File: src/rtl/seg_xlate_pkg.sv
// Package: shared fault-cause encoding for the segment translation unit.
// Assumes two bits are enough for the four outcomes.
package seg_xlate_pkg;
    typedef enum logic [1:0] {
        FLT_NONE    = 2'b00,
        FLT_INVALID = 2'b01,
        FLT_BOUND   = 2'b10,
        FLT_RDONLY  = 2'b11
    } fault_e;
endpackage

File: src/rtl/seg_table.sv
// Module: seg_table
// Holds one base/bound/valid/read-only entry per segment.
// Writes are qualified by a privilege input. The read port is combinational,
// so a same-cycle reader sees the contents from before the write.
// Assumes synchronous active-low reset, which clears every entry.
module seg_table #(
    parameter int SEG_W = 2,
    parameter int PA_W  = 16,
    parameter int BND_W = 13
) (
    input  logic             clk,
    input  logic             rst_n,
    input  logic             wr_en,
    input  logic             wr_priv,
    input  logic [SEG_W-1:0] wr_sel,
    input  logic [PA_W-1:0]  wr_base,
    input  logic [BND_W-1:0] wr_bound,
    input  logic             wr_valid,
    input  logic             wr_ro,
    input  logic [SEG_W-1:0] rd_sel,
    output logic [PA_W-1:0]  rd_base,
    output logic [BND_W-1:0] rd_bound,
    output logic             rd_valid,
    output logic             rd_ro
);
    localparam int NSEG = 1 << SEG_W;

    logic [NSEG-1:0][PA_W-1:0]  base_q;
    logic [NSEG-1:0][BND_W-1:0] bound_q;
    logic [NSEG-1:0]            valid_q;
    logic [NSEG-1:0]            ro_q;
    logic                       wr_ok;

    assign wr_ok = wr_en && wr_priv;

    for (genvar k = 0; k < NSEG; k++) begin : g_entry
        // Purpose: load entry k on a privileged write that selects it.
        always_ff @(posedge clk) begin
            if (!rst_n) begin
                base_q[k]  <= '0;
                bound_q[k] <= '0;
                valid_q[k] <= 1'b0;
                ro_q[k]    <= 1'b0;
            end else if (wr_ok && wr_sel == SEG_W'(k)) begin
                base_q[k]  <= wr_base;
                bound_q[k] <= wr_bound;
                valid_q[k] <= wr_valid;
                ro_q[k]    <= wr_ro;
            end
        end

        // an entry that is not the target of a privileged write holds.
        assert_entry_hold_R9: assert property (@(posedge clk) disable iff (!rst_n)
            !(wr_ok && wr_sel == SEG_W'(k)) |=>
                ($stable(base_q[k]) && $stable(bound_q[k]) &&
                 $stable(valid_q[k]) && $stable(ro_q[k])));
    end

    // Purpose: combinational read of the selected entry.
    always_comb begin
        rd_base  = base_q[rd_sel];
        rd_bound = bound_q[rd_sel];
        rd_valid = valid_q[rd_sel];
        rd_ro    = ro_q[rd_sel];
    end

    // without privilege the whole table stays unchanged.
    assert_unpriv_ignored_R8: assert property (@(posedge clk) disable iff (!rst_n)
        (wr_en && !wr_priv) |=>
            ($stable(base_q) && $stable(bound_q) && $stable(valid_q) && $stable(ro_q)));
endmodule

File: src/rtl/seg_check.sv
// Module: seg_check
// Combinational translate-and-check. The base adder and the bound comparator
// run side by side, and a priority pick chooses the fault cause.
// Assumes PA_W > OFF_W and BND_W = OFF_W + 1.
module seg_check
    import seg_xlate_pkg::*;
#(
    parameter int OFF_W = 12,
    parameter int PA_W  = 16,
    parameter int BND_W = 13
) (
    input  logic [OFF_W-1:0] offset,
    input  logic             is_write,
    input  logic [PA_W-1:0]  base,
    input  logic [BND_W-1:0] bound,
    input  logic             seg_valid,
    input  logic             seg_ro,
    output logic [PA_W-1:0]  paddr,
    output fault_e           fault
);
    logic in_range;

    // Purpose: relocation sum, wrapping modulo 2^PA_W.
    always_comb paddr = base + {{(PA_W-OFF_W){1'b0}}, offset};

    // Purpose: bound test in parallel with the adder.
    always_comb in_range = {{(BND_W-OFF_W){1'b0}}, offset} < bound;

    // Purpose: pick the fault in priority order invalid, bound, read-only.
    always_comb begin
        if (!seg_valid)              fault = FLT_INVALID;
        else if (!in_range)          fault = FLT_BOUND;
        else if (is_write && seg_ro) fault = FLT_RDONLY;
        else                         fault = FLT_NONE;
    end
endmodule

File: src/rtl/seg_xlate.sv
// Module: seg_xlate (top)
// Splits the virtual address into segment and offset, reads the table,
// translates and checks, and registers the response one cycle later.
// Assumes synchronous active-low reset. Data outputs are zero while idle
// and on a fault.
module seg_xlate
    import seg_xlate_pkg::*;
#(
    parameter int VA_W  = 14,
    parameter int SEG_W = 2,
    parameter int PA_W  = 16
) (
    input  logic                      clk,
    input  logic                      rst_n,
    input  logic                      cfg_we,
    input  logic                      cfg_priv,
    input  logic [SEG_W-1:0]          cfg_seg,
    input  logic [PA_W-1:0]           cfg_base,
    input  logic [VA_W-SEG_W:0]       cfg_bound,
    input  logic                      cfg_valid,
    input  logic                      cfg_ro,
    input  logic                      req_valid,
    input  logic [VA_W-1:0]           req_addr,
    input  logic                      req_write,
    output logic                      rsp_valid,
    output logic [PA_W-1:0]           rsp_paddr,
    output logic [1:0]                rsp_fault
);
    localparam int OFF_W = VA_W - SEG_W;
    localparam int BND_W = OFF_W + 1;

    logic [SEG_W-1:0] seg_sel;
    logic [OFF_W-1:0] offset;
    logic [PA_W-1:0]  ent_base;
    logic [BND_W-1:0] ent_bound;
    logic             ent_valid;
    logic             ent_ro;
    logic [PA_W-1:0]  xl_paddr;
    fault_e           xl_fault;

    // Purpose: carve segment number from the top and offset from the bottom.
    always_comb begin
        seg_sel = req_addr[VA_W-1:OFF_W];
        offset  = req_addr[OFF_W-1:0];
    end

    seg_table #(.SEG_W(SEG_W), .PA_W(PA_W), .BND_W(BND_W)) u_table (
        .clk      (clk),
        .rst_n    (rst_n),
        .wr_en    (cfg_we),
        .wr_priv  (cfg_priv),
        .wr_sel   (cfg_seg),
        .wr_base  (cfg_base),
        .wr_bound (cfg_bound),
        .wr_valid (cfg_valid),
        .wr_ro    (cfg_ro),
        .rd_sel   (seg_sel),
        .rd_base  (ent_base),
        .rd_bound (ent_bound),
        .rd_valid (ent_valid),
        .rd_ro    (ent_ro)
    );

    seg_check #(.OFF_W(OFF_W), .PA_W(PA_W), .BND_W(BND_W)) u_check (
        .offset    (offset),
        .is_write  (req_write),
        .base      (ent_base),
        .bound     (ent_bound),
        .seg_valid (ent_valid),
        .seg_ro    (ent_ro),
        .paddr     (xl_paddr),
        .fault     (xl_fault)
    );

    // Purpose: register the response, zeroing the address on a fault or when idle.
    always_ff @(posedge clk) begin
        if (!rst_n) begin
            rsp_valid <= 1'b0;
            rsp_paddr <= '0;
            rsp_fault <= 2'b00;
        end else begin
            rsp_valid <= req_valid;
            if (req_valid) begin
                rsp_fault <= xl_fault;
                rsp_paddr <= (xl_fault == FLT_NONE) ? xl_paddr : '0;
            end else begin
                rsp_fault <= 2'b00;
                rsp_paddr <= '0;
            end
        end
    end

    // one response per request, in the next cycle.
    assert_rsp_follows_req_R2: assert property (@(posedge clk) disable iff (!rst_n)
        req_valid |=> rsp_valid);
    assert_no_rsp_without_req_R2: assert property (@(posedge clk) disable iff (!rst_n)
        !req_valid |=> !rsp_valid);
    // a faulting response carries no address.
    assert_fault_no_addr_R4: assert property (@(posedge clk) disable iff (!rst_n)
        (rsp_valid && rsp_fault != 2'b00) |-> rsp_paddr == '0);
    // a load never reports the read-only fault.
    assert_load_not_ro_R6: assert property (@(posedge clk) disable iff (!rst_n)
        (req_valid && !req_write) |=> rsp_fault != 2'b11);
    // idle outputs are zero.
    assert_idle_zero_R11: assert property (@(posedge clk) disable iff (!rst_n)
        !rsp_valid |-> (rsp_paddr == '0 && rsp_fault == 2'b00));
endmodule

File: config.mk
export PLATFORM = sky130hd
export DESIGN_NAME = seg_xlate
export DESIGN_NICKNAME = d
export VERILOG_FILES = /design/src/rtl/seg_xlate_pkg.sv /design/src/rtl/seg_table.sv /design/src/rtl/seg_check.sv /design/src/rtl/seg_xlate.sv
export SDC_FILE = /design/constraint.sdc
export NUM_CORES = 1
export LEC_CHECK = 0
export BUFFER_PORTS_ARGS = -buffer_cell sky130_fd_sc_hd__buf_2
export CORE_MARGIN = 2
export CORE_UTILIZATION = 50
export CTS_CLUSTER_DIAMETER = 100
export DETAILED_ROUTE_END_ITERATION = 7
export PLACE_DENSITY = 0.71
export SYNTH_ARGS = -nofsm -noshare
export SYNTH_HDL_FRONTEND = slang
export SYNTH_SLANG_ARGS = --single-unit
File: constraint.sdc
create_clock -name clk -period 3.6 [get_ports clk]
set_input_delay 0.72 -clock clk [delete_from_list [all_inputs] [get_ports clk]]
set_output_delay 0.72 -clock clk [all_outputs]
set_load 0.01 [all_outputs]
Yosys cells after proc, flatten, opt, wreduce, memory -nomap -nowiden --
Index checks and enable logic that the tools add are counted.
Storage, ports and cells: register bits after elaboration 143, bits of input ports 53, output and inout bits 19, logic and storage cells 46
Cells by class: add/sub/neg operators 1, magnitude comparators 2, equal/unequal tests 3, muxes and demuxes 11, reductions and logical operators 10
Operators by type and width (number):
- binary-select mux 16 bit (select 2 bit) | 1
- binary-select mux 13 bit (select 2 bit) | 1
- adder 16 x 12 -> 16 bit | 1
- two-way mux 16 bit | 1
- < comparator 12 x 13 -> 1 bit | 1
- two-way mux 13 bit | 1
- logical AND 1 bit | 6
- two-way mux 2 bit | 3
- binary-select mux 1 bit (select 2 bit) | 2
- == test 2 bit (second input constant) | 2
- zero test 2 bit | 2
- < comparator 2 x 3 -> 1 bit (second input constant) | 1
- AND reduction 3 bit | 1
- == test 2 x 1 -> 1 bit (second input constant) | 1
- two-way mux 1 bit | 2
- AND reduction 2 bit | 1

Logic depth before layout (Yosys ltp) --
Gate-level depths: netlist of the first run.
word-level depth 8, gate-level depth with buffers 13, mapped depth without buffers 9

By module --
Synthesis of the first run repeated with hierarchy kept, for this count alone.
Second synthesis, totals: cell total of the unflattened synthesis 643, area, all modules 6729.0 µm²
By module, submodules not included:
- seg_table | times used 1, cells an instance 474, area an instance 5270.1 µm², seq. area each 2482.4 µm²
- seg_check | times used 1, cells an instance 129, area an instance 914.6 µm², seq. area each 0.0 µm²
- seg_xlate | times used 1, cells an instance 40, area an instance 544.3 µm², seq. area each 380.4 µm²

Least setup slack after synthesis of the first run --
Ideal clock, no wire load.
path kind input to register, from input req_addr[13], to register rsp_paddr[14], library setup time 0.115 ns, arrival 3.577 ns, data required time 3.485 ns, slack -0.092 ns, stages 12, path buffers 3, cell sequence buf_2 > buf_2 > buf_2 > mux4_2 > ha_1 > fa_1 > a211oi_1 > o211ai_1 > a221oi_1 > nor2_1 > xnor2_1 > nor2_1
Between the ends: longest elaborated chain between the ends 8, elaborated cells on any way between the ends 16, those cells by class add/sub: 1; order compare: 1; mux: 11; reduce/logical: 3
Ends and longest elaborated chain:
- start, declared | RTL line seg_xlate.sv:23 | input logic [VA_W-1:0] req_addr,
- branches (longest 8 deep; another with < comparator 12 x 13 -> 1 bit)
- end signal, assigned | RTL line seg_xlate.sv:85 | rsp_paddr <= (xl_fault == FLT_NONE) ? xl_paddr : '0;
- end, declared | RTL line seg_xlate.sv:26 | output logic [PA_W-1:0] rsp_paddr,
Several ways; the timed one is not identified. The select of a mux whose other input is x is not followed. A chain may end at the register's enable or synchronous reset.

Worst setup path in the final report of the first run --
from input req_addr[13], to register rsp_paddr[9]
Same word-level chain as after synthesis.

==> results.json, run 1 <==
{
  "run_status": "completed",
  "synth_top_family_by_area": "compound AO/OA/AOI/OAI gates",
  "synthSimpleGateAreaFrac_pct": 18.00,
  "route.detailed.drc": 0,
  "mostFrequentLayoutCell": "nand2_1",
  "yosys.area_share.adder_pct": 4.618,
  "path_max_fanout": 11,
  "chipHeight_um": 119.5,
  "slew_headroom_pct": 45.56,
  "place_inst": 974,
  "synth_area_per_cell_um2": 8.946,
  "min_period_ns": 3.119,
  "num_antenna_cells": 0,
  "grt_pass1_wl_um": 27540,
  "cp.arrival_ns": 3.47,
  "yosys-top-cells-area": "dfxtp_1, nand2_1, a21boi_0",
  "synth_seq_cells": 143,
  "cts_tree": "yes",
  "drtIter0Drc": 392,
  "initial_core_util_pct": 50.73,
  "place.gp.congestion": 0.8943,
  "drive_gt1_share_pct": 19.78,
  "synth_compound_area_share_pct": 19.05,
  "synth_seq_area_share_pct": 42.95,
  "netlist_area_mm2": 0.006665,
  "area_delta_synth_final_pct": 18.28,
  "maxCapViolCount": 0,
  "grt.total_usage_pct": 24.63,
  "period_share_pct": 86.64,
  "fin_cells": 1005,
  "clkLatencyLatePin_ns": 0.42,
  "layout.nets": 894,
  "startpoint_type": "input port",
  "cp-end-kind": "flop",
  "via_count": 5629,
  "cts_buffer_depth": 2,
  "grt_max_degree": 89,
  "postCtsSetupBuffers": 0,
  "synth_cells": 745,
  "wl_per_cell_um": 16.82,
  "p_per_area_mw_per_mm2": 472.4,
  "dpl.hpwl_um": 11050,
  "cts_inserted_buffers": 17,
  "grt_pass1_vias": 5621,
  "place_area_mm2": 0.007284,
  "hold_path_class": "flop to flop",
  "port_buffers": 71,
  "final_area_mm2": 0.007884,
  "hold_viol_final": 0,
  "fmax_ghz": 0.3206,
  "synthXorXnorAreaFrac_pct": 1.051,
  "vias_per_cell": 5.601,
  "coreArea_mm2": 0.01314,
  "synth_nets": 822,
  "firstDrtPassIters": 7,
  "rsz0062_at_grt": "no",
  "postRouteAntennaNets": 0,
  "ctsHoldBuffers": 0,
  "path_class": "input port to flop",
  "setup-violations-final": 0,
  "num_rows": 42,
  "p_leak_uw": 0.002915,
  "io_pins": 72,
  "muxShareOfSynthArea_pct": 10.53,
  "cp.required_ns": 3.95,
  "synth_cell_types": 43,
  "yosysTopAreaCell": "dfxtp_1",
  "yosysTopAreaCellShare_pct": 42.95,
  "antenna_found_initial": 0,
  "clock_sinks": 143,
  "clkSlewWorstSetupHoldPaths_ns": 0.06,
  "htreeDepth": 4,
  "layout_common_cells": "nand2_1, dfxtp_1, a21boi_0",
  "setup-tns-final_ns": 0,
  "power_uw": 3724,
  "ir_worst_vdd_v": 0.0004190,
  "yosys_warnings": 0,
  "grt-ovfl-total": 0,
  "post_cts_resized": 0,
  "cts-root-buf": "clkbuf_16",
  "worst_slew_pin_slew_ns": 0.8167,
  "die_w_um": 119.5,
  "drv_slew": 0,
  "fin_skew_ns": 0.007638,
  "dieArea_mm2": 0.01427,
  "routed_wl_um": 16900
}
==> kinds of logic after synthesis <==
family / Yosys count
compound gates: 174
xor+xnor: 8
fa+ha+maj: 24
buf+inv: 63
flops: 143
mux: 31
simple gates: 302
==> state kept, by name (all words and copies together), names as in the netlist <==
| register | count |
|---|---|
| rsp_paddr | 16 |
| u_table.base_q | 64 |
| u_table.ro_q | 4 |
| rsp_fault | 2 |
| u_table.bound_q | 52 |
| u_table.valid_q | 4 |
| rsp_valid | 1 |
==> metal layers <==
layer / up-vias / part of all wire, % / GRT usage (%) / wire length (um)
met3: 27 / 6.6 / 6.082 / 1122
met2: 202 / 47 / 40.93 / 7971
met5: - / 0 / 0 / 0
met4: 0 / 2.3 / 9.706 / 383
met1: 2718 / 44 / 30.80 / 7425
li1: 2682 / - / - / -
==> final timing paths <==
kind | startpoint | end | slack (ns) | cells after the start
min | u_table.valid_q[2] | u_table.valid_q[2] | 0.46 | 2
max | req_addr[13] | rsp_paddr[9] | 0.48 | 10
max reg2reg | u_table.base_q[0] | rsp_paddr[12] | 0.73 | 9
min reg2reg | u_table.valid_q[2] | u_table.valid_q[2] | 0.46 | 2
==> worst max-delay path, cell delays in order <==
cell,delay (ns)
buf_2,0.21
buf_4,0.25
mux4_2,0.36
ha_1,0.34
a211oi_1,0.29
nor2_1,0.12
o31ai_1,0.49
a21oi_1,0.16
or3_1,0.37
a31oi_1,0.16
==> where the power goes <==
group	internal (uW)	switching (uW)	leakage, uW
sequential	1610	14.8	0.00116
combinational	131	173	0.00148
clock	1120	669	0.000282
total	2870	856	0.00291
==> metrics by stage <==
step	util [%]	hold WS [ns]	setup slack (ns)
finish	60.01	0.4619	0.4810
global route	60.01	0.4848	0.3211
CTS	60.01	0.4653	0.5408
detailed placement	55.45	0.4543	0.1116
global placement	55.45	0.4474	0.1741
floorplan	-	0.4386	0.003713
==> cell usage after synthesis <==
| library cell | number |
|---|---|
| o21ba_2 | 1 |
| or4_1 | 1 |
| a221oi_2 | 1 |
| nand3_1 | 4 |
| mux4_1 | 1 |
| dfxtp_1 | 143 |
| nor2b_1 | 2 |
| o211a_1 | 1 |
| a21o_1 | 5 |
| nor3_1 | 4 |
| a221oi_1 | 1 |
| xnor2_1 | 4 |
| buf_2 | 4 |
| clkbuf_1 | 38 |
| o21ai_0 | 11 |
| o22a_1 | 1 |
| ha_1 | 23 |
| nor4_2 | 1 |
| o21a_1 | 3 |
| o211ai_1 | 1 |
| nand4b_1 | 1 |
| and3_1 | 1 |
| a211o_1 | 1 |
| mux4_2 | 30 |
| o31ai_1 | 2 |
| a21boi_0 | 125 |
| inv_1 | 19 |
| fa_1 | 1 |
| nor3b_1 | 2 |
| nor2_1 | 20 |
| a211oi_1 | 7 |
| a21oi_1 | 11 |
| buf_4 | 1 |
| o311a_1 | 1 |
| nand2_1 | 258 |
| nand3_2 | 1 |
| nand4_1 | 3 |
| xor2_1 | 4 |
| a41oi_1 | 1 |
| or3_1 | 2 |
| buf_6 | 1 |
| a31oi_1 | 1 |
| nand2b_1 | 2 |
==> area by class of cell <==
type / instances / area [um^2]
clock buffer: 22 / 464.2
clock inverter: 9 / 135.1
fill: 1105 / 5254
inverter: 19 / 71.32
multi-input combinational: 539 / 3567
sequential: 143 / 2863
tap: 176 / 220.2
timing repair buffer: 97 / 563.0
No activity file was read; power rests on OpenSTA's default activity.
==> run 2: changes to the inputs <==
--- a/config.mk
+++ b/config.mk
@@ -10,7 +10,7 @@
 export CORE_UTILIZATION = 50
 export CTS_CLUSTER_DIAMETER = 100
 export DETAILED_ROUTE_END_ITERATION = 7
-export PLACE_DENSITY = 0.71
+export PLACE_DENSITY = 0.69
 export SYNTH_ARGS = -nofsm -noshare
 export SYNTH_HDL_FRONTEND = slang
 export SYNTH_SLANG_ARGS = --single-unit
==> constraint.sdc (replaced) <==
create_clock -name clk -period 3.4 [get_ports clk]
set_input_delay 0.68 -clock clk [delete_from_list [all_inputs] [get_ports clk]]
set_output_delay 0.68 -clock clk [all_outputs]
set_load 0.01 [all_outputs]
==> run 2 against run 1 <==
Via count fell by 2.6%. Worst setup slack got worse by 0.066 ns. Worst hold slack barely moved. Highest routed layer unchanged. Largest power group unchanged. Clock power rose by 15%. Routed wire length fell by 0.52%. Largest cell class unchanged. Flip-flop and latch count did not move. Clock skew rose by 0.0019 ns. First-iteration DRC count rose by 26%. Sequential power rose by 6%.
==> results.json, run 2 (synthesis gave the netlist of run 1 again) <==
{
  "holdPathEnd": "u_table.base_q[54]",
  "regMostFlops": "u_table.base_q",
  "htreeDepth": 4,
  "route.detailed.drc": 0,
  "maxCapViolCount": 0,
  "num-fill-cells": 1130,
  "clkSlewWorstSetupHoldPaths_ns": 0.06,
  "whs_path_depth": 2,
  "via_count": 5484,
  "fin_skew_ns": 0.009545,
  "drv_slew": 0,
  "cp.required_ns": 3.74,
  "min_from": "u_table.base_q[54]",
  "fin_util_pct": 60.18,
  "initial_core_util_pct": 50.73,
  "clkLatencyLatePin_ns": 0.42,
  "p_clk_share_pct": 50.1,
  "rr_worst_depth": 9,
  "antenna_found_initial": 0,
  "chipHeight_um": 119.5,
  "largest_register_ffs": 64,
  "cts_buffer_depth": 2,
  "cts_tree": "yes",
  "drtIter0Drc": 495,
  "cp.arrival_ns": 3.33,
  "setup-tns-final_ns": 0,
  "die_w_um": 119.5,
  "num_rows": 42,
  "run_status": "completed",
  "ctsHoldBuffers": 0,
  "hold_viol_final": 0,
  "power_uw": 4096,
  "dieArea_mm2": 0.01427,
  "cp-end-kind": "flop",
  "num_antenna_cells": 0,
  "grt_max_degree": 125,
  "p_per_area_mw_per_mm2": 518.0,
  "p_int_uw": 3206,
  "io_pins": 72,
  "cts-root-buf": "clkbuf_16",
  "wl_per_cell_um": 16.85,
  "clock_sinks": 143,
  "layout.nets": 888,
  "dpl.hpwl_um": 10630,
  "hold_path_class": "flop to flop",
  "switching_power_uw": 889.6,
  "p_leak_uw": 0.002926,
  "r2r_start": "u_table.base_q[32]",
  "setup-violations-final": 0,
  "grt-ovfl-total": 0,
  "area_delta_synth_final_pct": 18.62,
  "path_class": "input port to flop",
  "final_area_mm2": 0.007906,
  "mostFrequentLayoutCell": "nand2_1",
  "startpoint_type": "input port",
  "postRouteAntennaNets": 0,
  "pwr-share-comb_pct": 7.9,
  "port_buffers": 71,
  "rsz0062_at_grt": "no",
  "path_max_fanout": 7,
  "drive_gt1_share_pct": 19.59,
  "post_cts_resized": 0,
  "vias_per_cell": 5.495,
  "largest_registers": "u_table.base_q x64, u_table.bound_q x52, rsp_paddr x16",
  "layout_common_cells": "nand2_1, dfxtp_1, a21boi_0",
  "routed_wl_um": 16820,
  "grt_pass1_wl_um": 27410,
  "hold_ws_ns": 0.4619,
  "r2r-end": "rsp_paddr[14]",
  "grt.total_usage_pct": 24.76,
  "fmax_ghz": 0.3350,
  "cts_inserted_buffers": 17,
  "r2r_setup_slack_ns": 0.67,
  "slew_headroom_pct": 32.39,
  "place.gp.congestion": 0.9373,
  "sequentialPowerShare_pct": 42.1,
  "sw_frac_of_total_pct": 21.72,
  "grt_pass1_vias": 5447,
  "firstDrtPassIters": 5,
  "ir_worst_vdd_v": 0.0003244,
  "postCtsSetupBuffers": 0,
  "worst_slew_pin_slew_ns": 1.014,
  "period_share_pct": 87.80,
  "place_area_mm2": 0.007261,
  "min_period_ns": 2.985,
  "coreArea_mm2": 0.01314
}
==> run 2: cell types whose count changed in the layout (fill, tap and decap cells not counted), moves of 2 or more <==
cell       delta
bufinv_16     +3
clkinv_4      -2
buf_4         -7
clkbuf_8      -2
clkbuf_1      -3
clkinv_2      +4
==> run 2: metal layers <==
layer  GRT usage [%]  vias to the layer above  part of all wire [%]
met2           39.64                      157                    47
li1                -                     2669                     -
met5               0                        -                     0
met1           33.09                     2638                    46
met4           8.088                        0                   1.4
met3           5.891                       20                   5.7
==> run 2: critical path, cell delays in order <==
cell,delay (ns)
buf_2,0.23
mux4_2,0.58
ha_1,0.31
a211oi_1,0.23
nor2_1,0.10
o31ai_1,0.51
a21oi_1,0.16
or3_1,0.37
a31oi_1,0.15
==> run 2: metrics by stage <==
step / setup WS, ns / instances
6_report: 0.4147 / 998
5_1_grt: 0.2443 / 998
4_1_cts: 0.4563 / 998
3_5_place_dp: 0.02225 / 968
3_3_place_gp: 0.03800 / 968
2_1_floorplan: 0.04012 / 745
==> run 2: final cells by class <==
cell class	count	area [um^2]	share of cell area, %
Sequential cell	143	2863	36.21
Tap cell	176	220.2	2.785
Timing Repair Buffer	91	530.5	6.710
Inverter	19	71.32	0.9020
Multi-Input combinational cell	539	3576	45.23
Clock buffer	17	425.4	5.381
Clock inverter	13	220.2	2.785
==> run 2: power by group through the flow <==
stage / combinational (uW) / clock [uW] / sequential [uW]
3_3_place_gp: 311 / 0 / 1760
2_1_floorplan: 192 / 0 / 1760
4_1_cts: 320 / 2070 / 1720
6_report: 322 / 2050 / 1720
3_5_place_dp: 319 / 0 / 1760
5_1_grt: 353 / 2150 / 1730
==> run 2: worst max path at each step <==
stage / start / end
floorplan: req_addr[13] / rsp_paddr[14]
global placement: req_addr[12] / rsp_paddr[9]
detailed placement: req_addr[12] / rsp_paddr[15]
CTS: req_addr[12] / rsp_paddr[9]
global route: req_addr[12] / rsp_paddr[5]
finish: req_addr[12] / rsp_paddr[9]
